## config.mk

```make
export PLATFORM = sky130hd
export DESIGN_NAME = i2c_bus_recover
export DESIGN_NICKNAME = d
export VERILOG_FILES = /design/src/rtl/i2crec_pkg.sv /design/src/rtl/rec_sync.sv /design/src/rtl/rec_timer.sv /design/src/rtl/i2c_bus_recover.sv
export SDC_FILE = /design/constraint.sdc
export NUM_CORES = 1
export LEC_CHECK = 0
export ABC_AREA = 0
export BUFFER_PORTS_ARGS = -buffer_cell sky130_fd_sc_hd__buf_2
export CAP_MARGIN = 40
export CORE_UTILIZATION = 57
export DETAILED_ROUTE_END_ITERATION = 10
export PLACE_DENSITY = 0.78
export SLEW_MARGIN = 20
export SYNTH_ARGS = -nofsm -noshare
export SYNTH_HDL_FRONTEND = slang
export SYNTH_SLANG_ARGS = --single-unit
```

## constraint.sdc

```tcl
create_clock -name clk -period 3.5 [get_ports clk]
set_input_delay 0.7 -clock clk [delete_from_list [all_inputs] [get_ports clk]]
set_output_delay 0.7 -clock clk [all_outputs]
set_load 0.005 [all_outputs]
```

## src/rtl/i2crec_pkg.sv

```systemverilog
package i2crec_pkg;

  typedef enum logic [1:0] {
    RES_OK        = 2'b00,
    RES_SDA_STUCK = 2'b01,
    RES_SCL_STUCK = 2'b10
  } rec_result_e;

  typedef enum logic [3:0] {
    S_IDLE,
    S_INIT,   // release both, wait for SCL high
    S_START,  // SDA low with SCL high (START held)
    S_SHOLD,  // SCL pulled low while SDA still low
    S_CLO,    // SCL low, SDA released
    S_CREL,   // SCL released, waiting for it to read high
    S_CHI,    // SCL high phase
    S_GAP,    // inter-pulse gap, SCL high
    S_PPREP,  // STOP: SCL low, SDA released
    S_PLO,    // STOP: SCL low, SDA low
    S_PREL,   // STOP: SCL released, waiting for high
    S_PHI,    // STOP: SCL high, SDA low
    S_PROP    // STOP done: both released, propagation wait
  } rec_state_e;

  function automatic int max2(input int a, input int b);
    return (a > b) ? a : b;
  endfunction

endpackage

```

## src/rtl/rec_sync.sv

```systemverilog
module rec_sync #(
  parameter int W = 2
) (
  input  logic         clk,
  input  logic         rst_n,
  input  logic [W-1:0] d,
  output logic [W-1:0] q
);
  // Bus lines idle high, so both stages reset to 1.
  for (genvar i = 0; i < W; i++) begin : g_bit
    logic meta_q, sync_q;
    always_ff @(posedge clk or negedge rst_n) begin
      if (!rst_n) begin
        meta_q <= 1'b1;
        sync_q <= 1'b1;
      end else begin
        meta_q <= d[i];
        sync_q <= meta_q;
      end
    end
    assign q[i] = sync_q;
  end
endmodule

```

## src/rtl/rec_timer.sv

```systemverilog
module rec_timer #(
  parameter int TW = 8
) (
  input  logic          clk,
  input  logic          rst_n,
  input  logic          load,
  input  logic [TW-1:0] load_val,
  output logic          expired
);
  logic [TW-1:0] cnt;

  always_ff @(posedge clk or negedge rst_n) begin
    if (!rst_n)              cnt <= '0;
    else if (load)           cnt <= load_val;
    else if (cnt != '0)      cnt <= cnt - 1'b1;
  end

  assign expired = (cnt == '0);

  // once loaded, the countdown reaches zero and stays there until reloaded
  hold_zero_chk: assert property (@(posedge clk) disable iff (!rst_n)
    (!load && cnt == '0) |=> (cnt == '0));
endmodule

```

## src/rtl/i2c_bus_recover.sv

```systemverilog
module i2c_bus_recover
  import i2crec_pkg::*;
#(
  parameter int NUM_PULSES  = 9,
  parameter int SETTLE_CYC  = 750,
  parameter int GAP_CYC     = 250,
  parameter int LO_CYC      = 250,
  parameter int HI_CYC      = 250,
  parameter int PROP_CYC    = 750,
  parameter int STRETCH_CYC = 5000
) (
  input  logic       clk,
  input  logic       rst_n,
  input  logic       start_i,
  input  logic       mode_i,
  input  logic       scl_i,
  input  logic       sda_i,
  output logic       scl_low_o,
  output logic       sda_low_o,
  output logic       busy_o,
  output logic       done_o,
  output logic [1:0] result_o
);
  localparam int MAXC = max2(max2(max2(SETTLE_CYC, GAP_CYC), max2(LO_CYC, HI_CYC)),
                             max2(PROP_CYC, STRETCH_CYC));
  localparam int TW = $clog2(MAXC + 1);
  localparam int PW = $clog2(NUM_PULSES + 1);

  rec_state_e  st, nxt;
  logic        mode_q;
  logic [PW-1:0] pcnt;
  logic        pinc, fin;
  rec_result_e fin_code, res_q;
  logic        scl_low_q, sda_low_q, done_q;
  logic [1:0]  line_s;
  logic        scl_s, sda_s;
  logic        tmr_load, tmr_exp;
  logic [TW-1:0] tmr_val;
  logic        last_pulse;

  // Line sampling
  rec_sync #(.W(2)) u_sync (
    .clk   (clk),
    .rst_n (rst_n),
    .d     ({scl_i, sda_i}),
    .q     (line_s)
  );
  assign scl_s = line_s[1];
  assign sda_s = line_s[0];

  // Interval timing
  function automatic logic [TW-1:0] dur_of(input rec_state_e s);
    case (s)
      S_INIT, S_CREL, S_PREL:         dur_of = TW'(STRETCH_CYC - 1);
      S_START:                        dur_of = TW'(SETTLE_CYC - 1);
      S_SHOLD, S_CLO, S_PPREP, S_PLO: dur_of = TW'(LO_CYC - 1);
      S_CHI, S_PHI:                   dur_of = TW'(HI_CYC - 1);
      S_GAP:                          dur_of = TW'(GAP_CYC - 1);
      S_PROP:                         dur_of = TW'(PROP_CYC - 1);
      default:                        dur_of = '0;
    endcase
  endfunction

  assign tmr_load = (nxt != st);
  assign tmr_val  = dur_of(nxt);

  rec_timer #(.TW(TW)) u_timer (
    .clk      (clk),
    .rst_n    (rst_n),
    .load     (tmr_load),
    .load_val (tmr_val),
    .expired  (tmr_exp)
  );

  // Sequencing
  assign last_pulse = (pcnt == PW'(NUM_PULSES - 1));

  always_comb begin
    nxt      = st;
    fin      = 1'b0;
    fin_code = RES_OK;
    pinc     = 1'b0;
    case (st)
      S_IDLE:  if (start_i) nxt = S_INIT;
      S_INIT: begin
        if (scl_s) begin
          if (mode_q) nxt = sda_s ? S_PPREP : S_CLO;
          else        nxt = sda_s ? S_START : S_CLO;
        end else if (tmr_exp) begin
          nxt = S_IDLE; fin = 1'b1; fin_code = RES_SCL_STUCK;
        end
      end
      S_START: if (tmr_exp) nxt = S_SHOLD;
      S_SHOLD: if (tmr_exp) nxt = S_CLO;
      S_CLO:   if (tmr_exp) nxt = S_CREL;
      S_CREL: begin
        if (scl_s) nxt = S_CHI;
        else if (tmr_exp) begin
          nxt = S_IDLE; fin = 1'b1; fin_code = RES_SCL_STUCK;
        end
      end
      S_CHI: begin
        if (tmr_exp) begin
          pinc = 1'b1;
          if (!mode_q) nxt = last_pulse ? S_PPREP : S_GAP;
          else if (sda_s) nxt = S_PPREP;
          else if (last_pulse) begin
            nxt = S_IDLE; fin = 1'b1; fin_code = RES_SDA_STUCK;
          end else nxt = S_CLO;
        end
      end
      S_GAP:   if (tmr_exp) nxt = sda_s ? S_START : S_CLO;
      S_PPREP: if (tmr_exp) nxt = S_PLO;
      S_PLO:   if (tmr_exp) nxt = S_PREL;
      S_PREL: begin
        if (scl_s) nxt = S_PHI;
        else if (tmr_exp) begin
          nxt = S_IDLE; fin = 1'b1; fin_code = RES_SCL_STUCK;
        end
      end
      S_PHI:   if (tmr_exp) nxt = S_PROP;
      S_PROP: begin
        if (tmr_exp) begin
          nxt = S_IDLE; fin = 1'b1;
          fin_code = sda_s ? RES_OK : RES_SDA_STUCK;
        end
      end
      default: nxt = S_IDLE;
    endcase
  end

  // Line drive decode, registered so the pins never glitch
  function automatic logic scl_drv(input rec_state_e s);
    return (s == S_SHOLD) || (s == S_CLO) || (s == S_PPREP) || (s == S_PLO);
  endfunction

  function automatic logic sda_drv(input rec_state_e s);
    return (s == S_START) || (s == S_SHOLD) || (s == S_PLO) ||
           (s == S_PREL) || (s == S_PHI);
  endfunction

  always_ff @(posedge clk or negedge rst_n) begin
    if (!rst_n) begin
      st        <= S_IDLE;
      mode_q    <= 1'b0;
      pcnt      <= '0;
      scl_low_q <= 1'b0;
      sda_low_q <= 1'b0;
      done_q    <= 1'b0;
      res_q     <= RES_OK;
    end else begin
      st        <= nxt;
      scl_low_q <= scl_drv(nxt);
      sda_low_q <= sda_drv(nxt);
      done_q    <= fin;
      if (fin) res_q <= fin_code;
      if (st == S_IDLE && start_i) begin
        mode_q <= mode_i;
        pcnt   <= '0;
      end else if (pinc) begin
        pcnt <= pcnt + 1'b1;
      end
    end
  end

  assign scl_low_o = scl_low_q;
  assign sda_low_o = sda_low_q;
  assign busy_o    = (st != S_IDLE);
  assign done_o    = done_q;
  assign result_o  = res_q;


  released_at_done_chk: assert property (@(posedge clk) disable iff (!rst_n)
    done_o |-> (!scl_low_o && !sda_low_o));

  start_needs_sda_chk: assert property (@(posedge clk) disable iff (!rst_n)
    ($rose(sda_low_o) && !scl_low_o) |-> $past(sda_s));

  pulse_bound_chk: assert property (@(posedge clk) disable iff (!rst_n)
    pcnt <= PW'(NUM_PULSES));

  mode_locked_chk: assert property (@(posedge clk) disable iff (!rst_n)
    (busy_o && $past(busy_o)) |-> $stable(mode_q));

  done_single_chk: assert property (@(posedge clk) disable iff (!rst_n)
    done_o |=> !done_o);

  done_not_busy_chk: assert property (@(posedge clk) disable iff (!rst_n)
    done_o |-> !busy_o);

  result_hold_chk: assert property (@(posedge clk) disable iff (!rst_n)
    !done_o |-> $stable(result_o));
endmodule

```

==> flow_summary_export.csv, run 1 <==
group,metric,value,unit
run_status,outcome,"completed",
clocking,clkSlewWorstSetupHoldPaths,0.10,ns
clocking,cts_tree,"yes",
worst_setup_path,cp_max_fo,8,
routing,dr.pass1.iters,4,
routing,wirelength,4470,um
die,initial_core_util,0.608,
yosys,synth_edf_count,0,
power_and_ir_drop,p_total,1.67,mW
global_route,grt_pass1_wl,7690,um
die,die_w,62.1,um
worst_setup_path,r2r-end,"u_timer.cnt[9]$_DFFE_PN0P_",
min_path,holdPathStages,0,
sta,setup_viol,0,
yosys,synth_xor_area_frac,0.0595,
placement,port_buffers,11,
die,die_h,62.1,um
sta,slew_headroom,0.560,
placement,dp_hpwl,3320,um
placement,detailed_place.area,2160,um^2
global_route,antenna_found_initial,0,
worst_setup_path,critPathKind,"flip-flop to flip-flop",
yosys,synthMuxAreaShare,0.0255,
yosys,synth-seq-cells,31,
finish,diodes,0,
routing,drc,0,
yosys,synthSimpleGateAreaFrac,0.235,
sta,tightest_slew,0.660,ns
worst_setup_path,crit_path_cell_trace,"inv_1, ha_1, nor3b_2, and4b_1, o32a_1, nor3_1, buf_4, inv_1, ha_1, o21ai_0, a21boi_0, mux2i_1, o2bb2ai_1",
global_route,track_usage,0.253,
routing,wl_per_cell,16.1,um
yosys,synthesis.nets,233,
worst_setup_path,end_kind,"flip-flop",
power_and_ir_drop,p_leak,0.946,nW
yosys,yosysSeqAreaShare,0.379,
die,die_area,3860,um^2
yosys,synthArstFlopShare,1.00,
min_path,whs_endpoint,"u_sync.g_bit[0].sync_q$_DFF_PN1_",
worst_setup_path,cp.arrival,3.32,ns
worst_setup_path,critPathLaunchType,"flip-flop",
yosys,synth_area,2060,um^2
yosys,synth_compound_area_frac,0.198,
clocking,cts_resized,0,
power_and_ir_drop,vdd_drop_max,0.407,mV
clocking,cts.sinks,31,
global_route,grt_pass1_vias,1674,
finish,area_delta_synth_final,7.22,%
sta,fin_crit_sh,0.872,
yosys,synth.avg_cell_area,9.46,um^2
yosys,synth_top_family_by_area,"simple AND/OR/NAND/NOR gates",
finish,nNetsFinal,245,
worst_setup_path,worst_r2r_startpoint,"u_timer.cnt[0]$_DFFE_PN0P_",
sta,skew,0.00806,ns
clocking,cts_htree_levels,2,
yosys,synth-warning-count,0,
sta,fin_ws,0.447,ns
worst_setup_path,cp.required,3.76,ns
die,io_pins,12,
sta,final-max-slew-violation-count,0,
clocking,holdBufCountCts,0,
global_route,grt_max_degree,32,
sta,holdWs,0.362,ns
worst_setup_path,r2r_slack,0.45,ns
routing,via_count,1703,
sta,rsz0062_at_grt,"no",
die,core_area,3390,um^2
placement,dp_cells,269,
clocking,cts_buffer_depth,2,
routing,first_iter_violations,76,
min_path,hold_path.class,"flip-flop to flip-flop",
yosys,syn_inst,218,
yosys,synth_ff_type,"dfrtp_1",
placement,gp_congestion,0.905,
finish,fin_util,0.652,
sta,fmax,328,MHz
clocking,postCtsSetupBuffers,0,
global_route,grt_overflow_total,0,
die,rows,21,
clocking,cts-root-buf,"clkbuf_4",
power_and_ir_drop,powerDensity,754,nW/um^2
yosys,synth_adder_area_share,0.0546,
yosys,post_synth_num_cell_types,62,
routing,detail-route-antenna-nets,0,
clocking,clk_latency,0.34,ns
sta,setup_tns,0,ns
sta,timing.final.crit_period,3.05,ns
finish,stdcell_area,2210,um^2
finish,fin_cells,277,
finish,drive_gt1_frac,0.169,
routing,detail_route.vias_per_cell,6.15,
placement,pre_cts_ws,0.467,ns
clocking,cts_buffers,5,
worst_setup_path,rr_worst_depth,13,
sta,hold_viol_final,0,
min_path,hp-start,"u_sync.g_bit[0].meta_q$_DFF_PN1_",
worst_setup_path,crit_path_max_incr_delay,0.46,ns
worst_setup_path,slowest_stage,"and4b_1",
flow_run,drv_cap,0,
## logic make-up (layout without fill, tap and decap cells)
logic type	Yosys count	in the layout
compound gates	58	58
xor+xnor	14	14
fa+ha+maj	9	9
buf+inv	23	36
flops	31	31
mux	5	5
simple gates	78	78
## worst max path at each step
stage	from	to	slack, ns
floorplan	u_timer.cnt[0]$_DFFE_PN0P_	u_timer.cnt[2]$_DFFE_PN0P_	0.68
global route	u_timer.cnt[0]$_DFFE_PN0P_	u_timer.cnt[2]$_DFFE_PN0P_	0.15
finish	u_timer.cnt[0]$_DFFE_PN0P_	u_timer.cnt[9]$_DFFE_PN0P_	0.45
global placement	u_timer.cnt[0]$_DFFE_PN0P_	u_timer.cnt[2]$_DFFE_PN0P_	0.70
detailed placement	u_timer.cnt[0]$_DFFE_PN0P_	u_timer.cnt[9]$_DFFE_PN0P_	0.47
CTS	u_timer.cnt[0]$_DFFE_PN0P_	u_timer.cnt[9]$_DFFE_PN0P_	0.44
## cell usage in the layout, fill, tap and decap left out, drive strengths merged, types with 2 or more instances in the layout
| cell | count |
|---|---|
| clkbuf | 6 |
| mux2 | 2 |
| ha | 9 |
| mux2i | 3 |
| o211ai | 3 |
| nand2b | 4 |
| dfstp | 4 |
| nor2 | 15 |
| nand4b | 2 |
| o21ai | 18 |
| nor2b | 4 |
| nor3b | 4 |
| o21a | 4 |
| a21oi | 6 |
| xnor2 | 8 |
| xor2 | 6 |
| and3 | 4 |
| nand3b | 2 |
| nand2 | 15 |
| o311a | 2 |
| and3b | 3 |
| dfrtp | 27 |
| nand4 | 3 |
| buf | 16 |
| nand3 | 4 |
| o31a | 2 |
| nor3 | 5 |
| o2bb2ai | 3 |
| inv | 12 |
| nor4 | 7 |
| a31oi | 3 |
| a22oi | 2 |
## registers in the layout, summed over array words and instances (netlist names)
register,flops
scl_low_o,1
sda_low_o,1
pcnt,4
u_sync.g_bit.sync_q,2
result_o,2
st,4
u_timer.cnt,13
mode_q,1
done_o,1
u_sync.g_bit.meta_q,2
## synthesized netlist by cell type, drive strengths merged (4+ instances only)
cell type,number,area (um^2)
clkbuf,5,18.8
nor3,5,25.0
buf,6,36.3
o21a,4,30.0
nand2,15,56.3
xor2,6,52.6
and3,4,25.0
dfrtp,27,676
o21ai,18,93.8
xnor2,8,70.1
nor2b,4,25.0
nor4,7,73.8
nand2b,4,27.5
inv,12,45.0
nor2,15,58.8
nor3b,4,35.0
dfstp,4,105
a21oi,6,30.0
nand3,4,20.0
ha,9,113
## per-layer routing
metal,global-route usage,vias to the layer above,routed length [um]
met4,0.0727,0,49
met2,0.427,48,2170
met1,0.329,824,2020
li1,-,825,-
met5,0,-,0
met3,0.0515,6,231
## worst max-delay path, delay by kind of cell, from the launching register on
kind                       cells  cell delay [ns]
buffers and inverters          3             0.41
adders and majority gates      2             0.42
AOI/OAI and AO/OA              4             0.67
DFF                            1             0.41
muxes                          1             0.18
and+or+nand+nor                3             0.90
## report_power, final
group          switching [mW]  internal, mW
sequential              0.154         0.484
clock                   0.125        0.0773
combinational           0.463         0.362
## final cells by class
| class | count | area (um^2) |
|---|---|---|
| inverters | 12 | 45.0 |
| multi-input cells | 164 | 1180 |
| clock buffers | 6 | 41.3 |
| repair buffers | 16 | 92.6 |
| clock inverters | 2 | 12.5 |
| fillers | 289 | 1180 |
| flip-flops and latches | 31 | 781 |
| well taps | 46 | 57.6 |
Note: power is estimated with default switching activity, not from simulation.
==> inputs of run 2 (changes only) <==
--- a/config.mk
+++ b/config.mk
@@ -8,9 +8,10 @@
 export ABC_AREA = 0
 export BUFFER_PORTS_ARGS = -buffer_cell sky130_fd_sc_hd__buf_2
 export CAP_MARGIN = 40
-export CORE_UTILIZATION = 57
+export CORE_ASPECT_RATIO = 0.9
+export CORE_UTILIZATION = 55
 export DETAILED_ROUTE_END_ITERATION = 10
-export PLACE_DENSITY = 0.78
+export PLACE_DENSITY = 0.76
 export SLEW_MARGIN = 20
 export SYNTH_ARGS = -nofsm -noshare
 export SYNTH_HDL_FRONTEND = slang
==> run 2 against run 1 <==
Against the previous run:
- die area increased by 3.5%
- wire length is 3.2% lower
- flip-flop and latch count did not move
- largest cell class unchanged
- largest power group unchanged
==> flow_summary_export.csv, run 2 (synthesized netlist as in run 1, its figures left out) <==
group,metric,value,unit
run_status,outcome,"completed",
placement,dp_hpwl,3270,um
sta,fmax,322,MHz
routing,via_count,1660,
sta,hold_viol_final,0,
die,initial_core_util,0.593,
routing,wirelength_met1,2040,um
clocking,postCtsSetupBuffers,0,
clocking,cts_buffer_depth,2,
routing,drc,0,
clocking,cts.sinks,31,
clocking,holdBufCountCts,0,
worst_setup_path,cp.arrival,3.32,ns
power_and_ir_drop,powerDensity,772,nW/um^2
clocking,clk_latency,0.28,ns
die,die_h,60.1,um
sta,timing.final.crit_period,3.11,ns
sta,rsz0062_at_grt,"no",
finish,layout_commonest_cell,"dfrtp_1",
routing,met3WireLength,256,um
sta,setup_viol,0,
worst_setup_path,end_kind,"flip-flop",
worst_setup_path,crit_path_max_incr_delay,0.50,ns
placement,dp_cells,266,
finish,layout_common_cells,"dfrtp_1, nand2_1, nor2_1",
worst_setup_path,critPathKind,"flip-flop to flip-flop",
finish,nNetsFinal,244,
global_route,antenna_found_initial,0,
routing,wl_met2,1990,um
power_and_ir_drop,internal_power,978,uW
sta,tightest_slew,0.669,ns
die,die_w,66.5,um
finish,drive_gt1_frac,0.170,
routing,detail-route-antenna-nets,0,
sta,final-max-slew-violation-count,0,
global_route,track_usage,0.251,
worst_setup_path,cp.required,3.71,ns
placement,port_buffers,11,
power_and_ir_drop,power_frac_clock,0.154,
die,rows,20,
power_and_ir_drop,sequentialPowerShare,0.378,
power_and_ir_drop,p_sw_frac,0.433,
clocking,clkSlewWorstSetupHoldPaths,0.07,ns
finish,area_delta_synth_final,8.43,%
finish,fin_cells,274,
worst_setup_path,cp_top_family,"simple AND/OR/NAND/NOR gates",
die,core_area,3480,um^2
min_path,hold_path.class,"flip-flop to flip-flop",
clocking,cts_tree,"yes",
clocking,cts_buffers,5,
worst_setup_path,worst-path-buf-inv,3,
routing,wirelength,4330,um
finish,top_regs,"u_timer.cnt x13, pcnt x4, st x4",
finish,largest_reg_flops,13,
global_route,grt_overflow_total,0,
clocking,cts_htree_levels,2,
routing,wl_per_cell,15.8,um
placement,detailed_place.area,2150,um^2
routing,detail_route.vias_per_cell,6.06,
worst_setup_path,cp_max_fo,8,
routing,dr.pass1.iters,4,
die,die_area,4000,um^2
routing,highest_layer,"met4",
power_and_ir_drop,combPwrFrac,0.468,
die,io_pins,12,
global_route,grt_max_degree,32,
worst_setup_path,critPathLaunchType,"flip-flop",
sta,slew_headroom,0.554,
finish,stdcell_area,2240,um^2
finish,diodes,0,
power_and_ir_drop,power_switching,748,uW
sta,fin_crit_sh,0.888,
clocking,cts-root-buf,"clkbuf_8",
global_route,grt_pass1_wl,7420,um
placement,gp_congestion,0.875,
worst_setup_path,crit_path_cell_trace,"inv_1, ha_1, nor3b_2, and4b_1, o32a_1, nor3_1, buf_4, inv_1, ha_1, o21ai_0, a21boi_0, mux2i_1, o2bb2ai_1",
finish,top_register,"u_timer.cnt",
worst_setup_path,slowest_stage,"and4b_1",
sta,skew,0.00473,ns
routing,first_iter_violations,61,
clocking,cts_resized,0,
power_and_ir_drop,p_leak,0.954,nW
power_and_ir_drop,vdd_drop_max,0.418,mV
sta,setup_tns,0,ns
flow_run,drv_cap,0,
global_route,grt_pass1_vias,1609,
-- run 2: changes by cell type in the layout (fill, tap and decap cells not counted), sizes merged --
cell	previous run	this run
clkinvlp	1	2
clkbuf	6	5
buf	16	15
-- run 2: stage by stage --
step / hold WS, ns / power, mW / utilization / worst slack [ns]
CTS: 0.360 / 1.73 / 0.643 / 0.417
finish: 0.357 / 1.73 / 0.643 / 0.391
detailed placement: 0.351 / 1.46 / 0.617 / 0.475
global placement: 0.349 / 1.41 / 0.617 / 0.657
floorplan: 0.345 / 1.27 / - / 0.676
global route: 0.365 / 1.87 / 0.643 / 0.173
-- run 2: worst paths after layout --
check                                                  from                                to  slack, ns  cells after the start
setup / recovery                 u_timer.cnt[0]$_DFFE_PN0P_        u_timer.cnt[2]$_DFFE_PN0P_       0.39                     13
hold / removal             u_sync.g_bit[1].meta_q$_DFF_PN1_  u_sync.g_bit[1].sync_q$_DFF_PN1_       0.36                      0
setup reg to reg                 u_timer.cnt[0]$_DFFE_PN0P_        u_timer.cnt[2]$_DFFE_PN0P_       0.39                     13
hold reg to reg            u_sync.g_bit[1].meta_q$_DFF_PN1_  u_sync.g_bit[1].sync_q$_DFF_PN1_       0.36                      0
max in group asynchronous                             rst_n                   st[1]$_DFF_PN0_       2.61                      1
min in group asynchronous                             rst_n           result_o[0]$_DFFE_PN0P_       0.46                      1
-- run 2: layout make-up --
type	instances	area, um^2
repair buffers	15	85.1
fillers	284	1240
multi-input cells	164	1180
clock inverters	3	20.0
flip-flops and latches	31	781
clock buffers	5	68.8
inverters	12	45.0
well taps	44	55.1
-- run 2: layer usage --
layer	up-vias	track usage
met1	788	0.331
met3	6	0.0687
li1	822	-
met4	0	0.0790
met2	44	0.401
met5	-	0
-- run 2: worst register-to-register path, cell delays in order (launching register included) --
cell	delay (ns)
dfrtp_1	0.39
inv_1	0.10
ha_1	0.21
nor3b_2	0.38
and4b_1	0.50
o32a_1	0.28
nor3_1	0.07
buf_4	0.16
inv_1	0.13
ha_1	0.21
o21ai_0	0.12
a21boi_0	0.15
mux2i_1	0.20
o2bb2ai_1	0.13
-- run 2: power by group through the flow --
stage / Sequential [mW] / Clock (mW) / Combinational (mW)
2_1_floorplan: 0.607 / 0 / 0.665
3_3_place_gp: 0.643 / 0 / 0.771
3_5_place_dp: 0.654 / 0 / 0.808
4_1_cts: 0.649 / 0.272 / 0.810
5_1_grt: 0.672 / 0.297 / 0.902
6_report: 0.652 / 0.266 / 0.808
==> inputs of run 3 (changes only) <==
--- a/config.mk
+++ b/config.mk
@@ -11,7 +11,7 @@
 export CORE_ASPECT_RATIO = 0.9
 export CORE_UTILIZATION = 55
 export DETAILED_ROUTE_END_ITERATION = 10
-export PLACE_DENSITY = 0.76
+export PLACE_DENSITY_LB_ADDON = 0.12
 export SLEW_MARGIN = 20
 export SYNTH_ARGS = -nofsm -noshare
 export SYNTH_HDL_FRONTEND = slang
==> run 3 against run 2 <==
Against the previous run:
- first-iteration DRC count grew 130%
- critical endpoint unchanged
- flip-flop and latch count is the same
- setup slack gained 0.024 ns
==> flow_summary_export.csv, run 3 (synthesized netlist as in run 1, its figures left out) <==
group,metric,value,unit
sta,skew,0.00424,ns
worst_setup_path,cp.arrival,3.29,ns
sta,tightest_slew,0.682,ns
die,die_area,4000,um^2
worst_setup_path,worst_r2r_startpoint,"u_timer.cnt[0]$_DFFE_PN0P_",
global_route,antenna_found_initial,0,
die,io_pins,12,
global_route,grt_pass1_wl,7630,um
finish,nNetsFinal,245,
placement,gp_congestion,0.870,
power_and_ir_drop,p_leak,0.977,nW
sta,fin_crit_sh,0.881,
finish,top_regs,"u_timer.cnt x13, pcnt x4, st x4",
clocking,cts-root-buf,"clkbuf_8",
run_status,outcome,"completed",
worst_setup_path,end_kind,"flip-flop",
global_route,grt_pass1_vias,1622,
sta,fmax,324,MHz
sta,setup_tns,0,ns
sta,rsz0062_at_grt,"no",
clocking,postCtsSetupBuffers,0,
worst_setup_path,cp-startpoint,"u_timer.cnt[0]$_DFFE_PN0P_",
global_route,grt_max_degree,32,
worst_setup_path,critPathLaunchType,"flip-flop",
clocking,cts_buffer_depth,2,
worst_setup_path,cp_max_fo,8,
clocking,holdBufCountCts,0,
finish,diodes,0,
global_route,track_usage,0.256,
die,die_h,60.1,um
sta,final-max-slew-violation-count,0,
routing,via_count,1746,
finish,multi_input_area,1180,um^2
clocking,cts_tree,"yes",
finish,top_register,"u_timer.cnt",
worst_setup_path,r2r_slack,0.41,ns
routing,first_iter_violations,139,
routing,wl_per_cell,16.6,um
routing,detail_route.vias_per_cell,6.35,
finish,stdcell_area,2270,um^2
finish,layout_common_cells,"dfrtp_1, nand2_1, nor2_1",
finish,drive_gt1_frac,0.173,
worst_setup_path,cp.required,3.70,ns
finish,area_delta_synth_final,9.95,%
clocking,cts_buffers,5,
finish,seq_area,781,um^2
sta,slew_headroom,0.545,
clocking,clkSlewWorstSetupHoldPaths,0.07,ns
placement,dp_hpwl,3260,um
sta,fin_ws,0.415,ns
flow_run,drv_cap,0,
placement,pre_cts_ws,0.477,ns
die,core_area,3480,um^2
clocking,cts.sinks,31,
routing,wirelength,4570,um
worst_setup_path,critPathKind,"flip-flop to flip-flop",
global_route,grt_overflow_total,0,
placement,port_buffers,11,
die,initial_core_util,0.593,
placement,detailed_place.area,2150,um^2
sta,setup_viol,0,
power_and_ir_drop,vdd_drop_max,0.396,mV
finish,layout_commonest_cell,"dfrtp_1",
finish,fin_util,0.652,
die,die_w,66.5,um
finish,largest_reg_flops,13,
clocking,clk_latency,0.28,ns
die,rows,20,
sta,hold_viol_final,0,
routing,dr.pass1.iters,4,
clocking,cts_resized,0,
min_path,hold_path.class,"flip-flop to flip-flop",
finish,fill_cells,286,
power_and_ir_drop,powerDensity,808,nW/um^2
min_path,hp-start,"u_sync.g_bit[0].meta_q$_DFF_PN1_",
sta,timing.final.crit_period,3.09,ns
routing,drc,0,
clocking,cts_htree_levels,2,
routing,detail-route-antenna-nets,0,
==> run 3: through the flow <==
stage	total power, mW	hold WS (ns)	cells
after floorplan	1.27	0.345	218
after global placement	1.43	0.347	267
after detailed placement	1.47	0.353	267
after CTS	1.83	0.362	275
after global routing	1.98	0.365	275
final	1.83	0.362	275
==> run 3: final timing paths <==
kind / to / depth (start not counted)
setup / recovery: u_timer.cnt[2]$_DFFE_PN0P_ / 13
hold / removal: u_sync.g_bit[0].sync_q$_DFF_PN1_ / 0
setup reg to reg: u_timer.cnt[2]$_DFFE_PN0P_ / 13
hold reg to reg: u_sync.g_bit[0].sync_q$_DFF_PN1_ / 0
max in group asynchronous: st[1]$_DFF_PN0_ / 1
min in group asynchronous: result_o[0]$_DFFE_PN0P_ / 1
==> run 3: layout make-up <==
class,count,share of cell area
Multi-Input combinational cell,164,0.521
Sequential cell,31,0.344
Timing Repair Buffer,16,0.0408
Clock buffer,5,0.0304
Tap cell,44,0.0243
Inverter,12,0.0199
Clock inverter,3,0.0193
==> run 3: critical path, cell delays in order, from the launching register on <==
cell and delay, ns:
dfrtp_1 0.40, inv_1 0.10, ha_1 0.20, nor3b_2 0.39, and4b_1 0.47, o32a_1 0.26, nor3_1 0.06, buf_4 0.17
inv_1 0.13, ha_1 0.22, o21ai_0 0.13, a21boi_0 0.16, mux2i_1 0.19, o2bb2ai_1 0.14
==> run 3: metal layers <==
metal | vias to the layer above | track usage | part of all wire
met5 | - | 0 | 0
met4 | 0 | 0.0578 | 0.0033
met3 | 4 | 0.0649 | 0.078
met2 | 80 | 0.400 | 0.47
met1 | 840 | 0.356 | 0.44
li1 | 822 | - | -
==> run 3: report_power, final <==
part / internal, mW / switching (mW) / leakage, nW
logic: 0.372 / 0.459 / 0.547
registers: 0.485 / 0.163 / 0.372
clock network: 0.212 / 0.140 / 0.0581
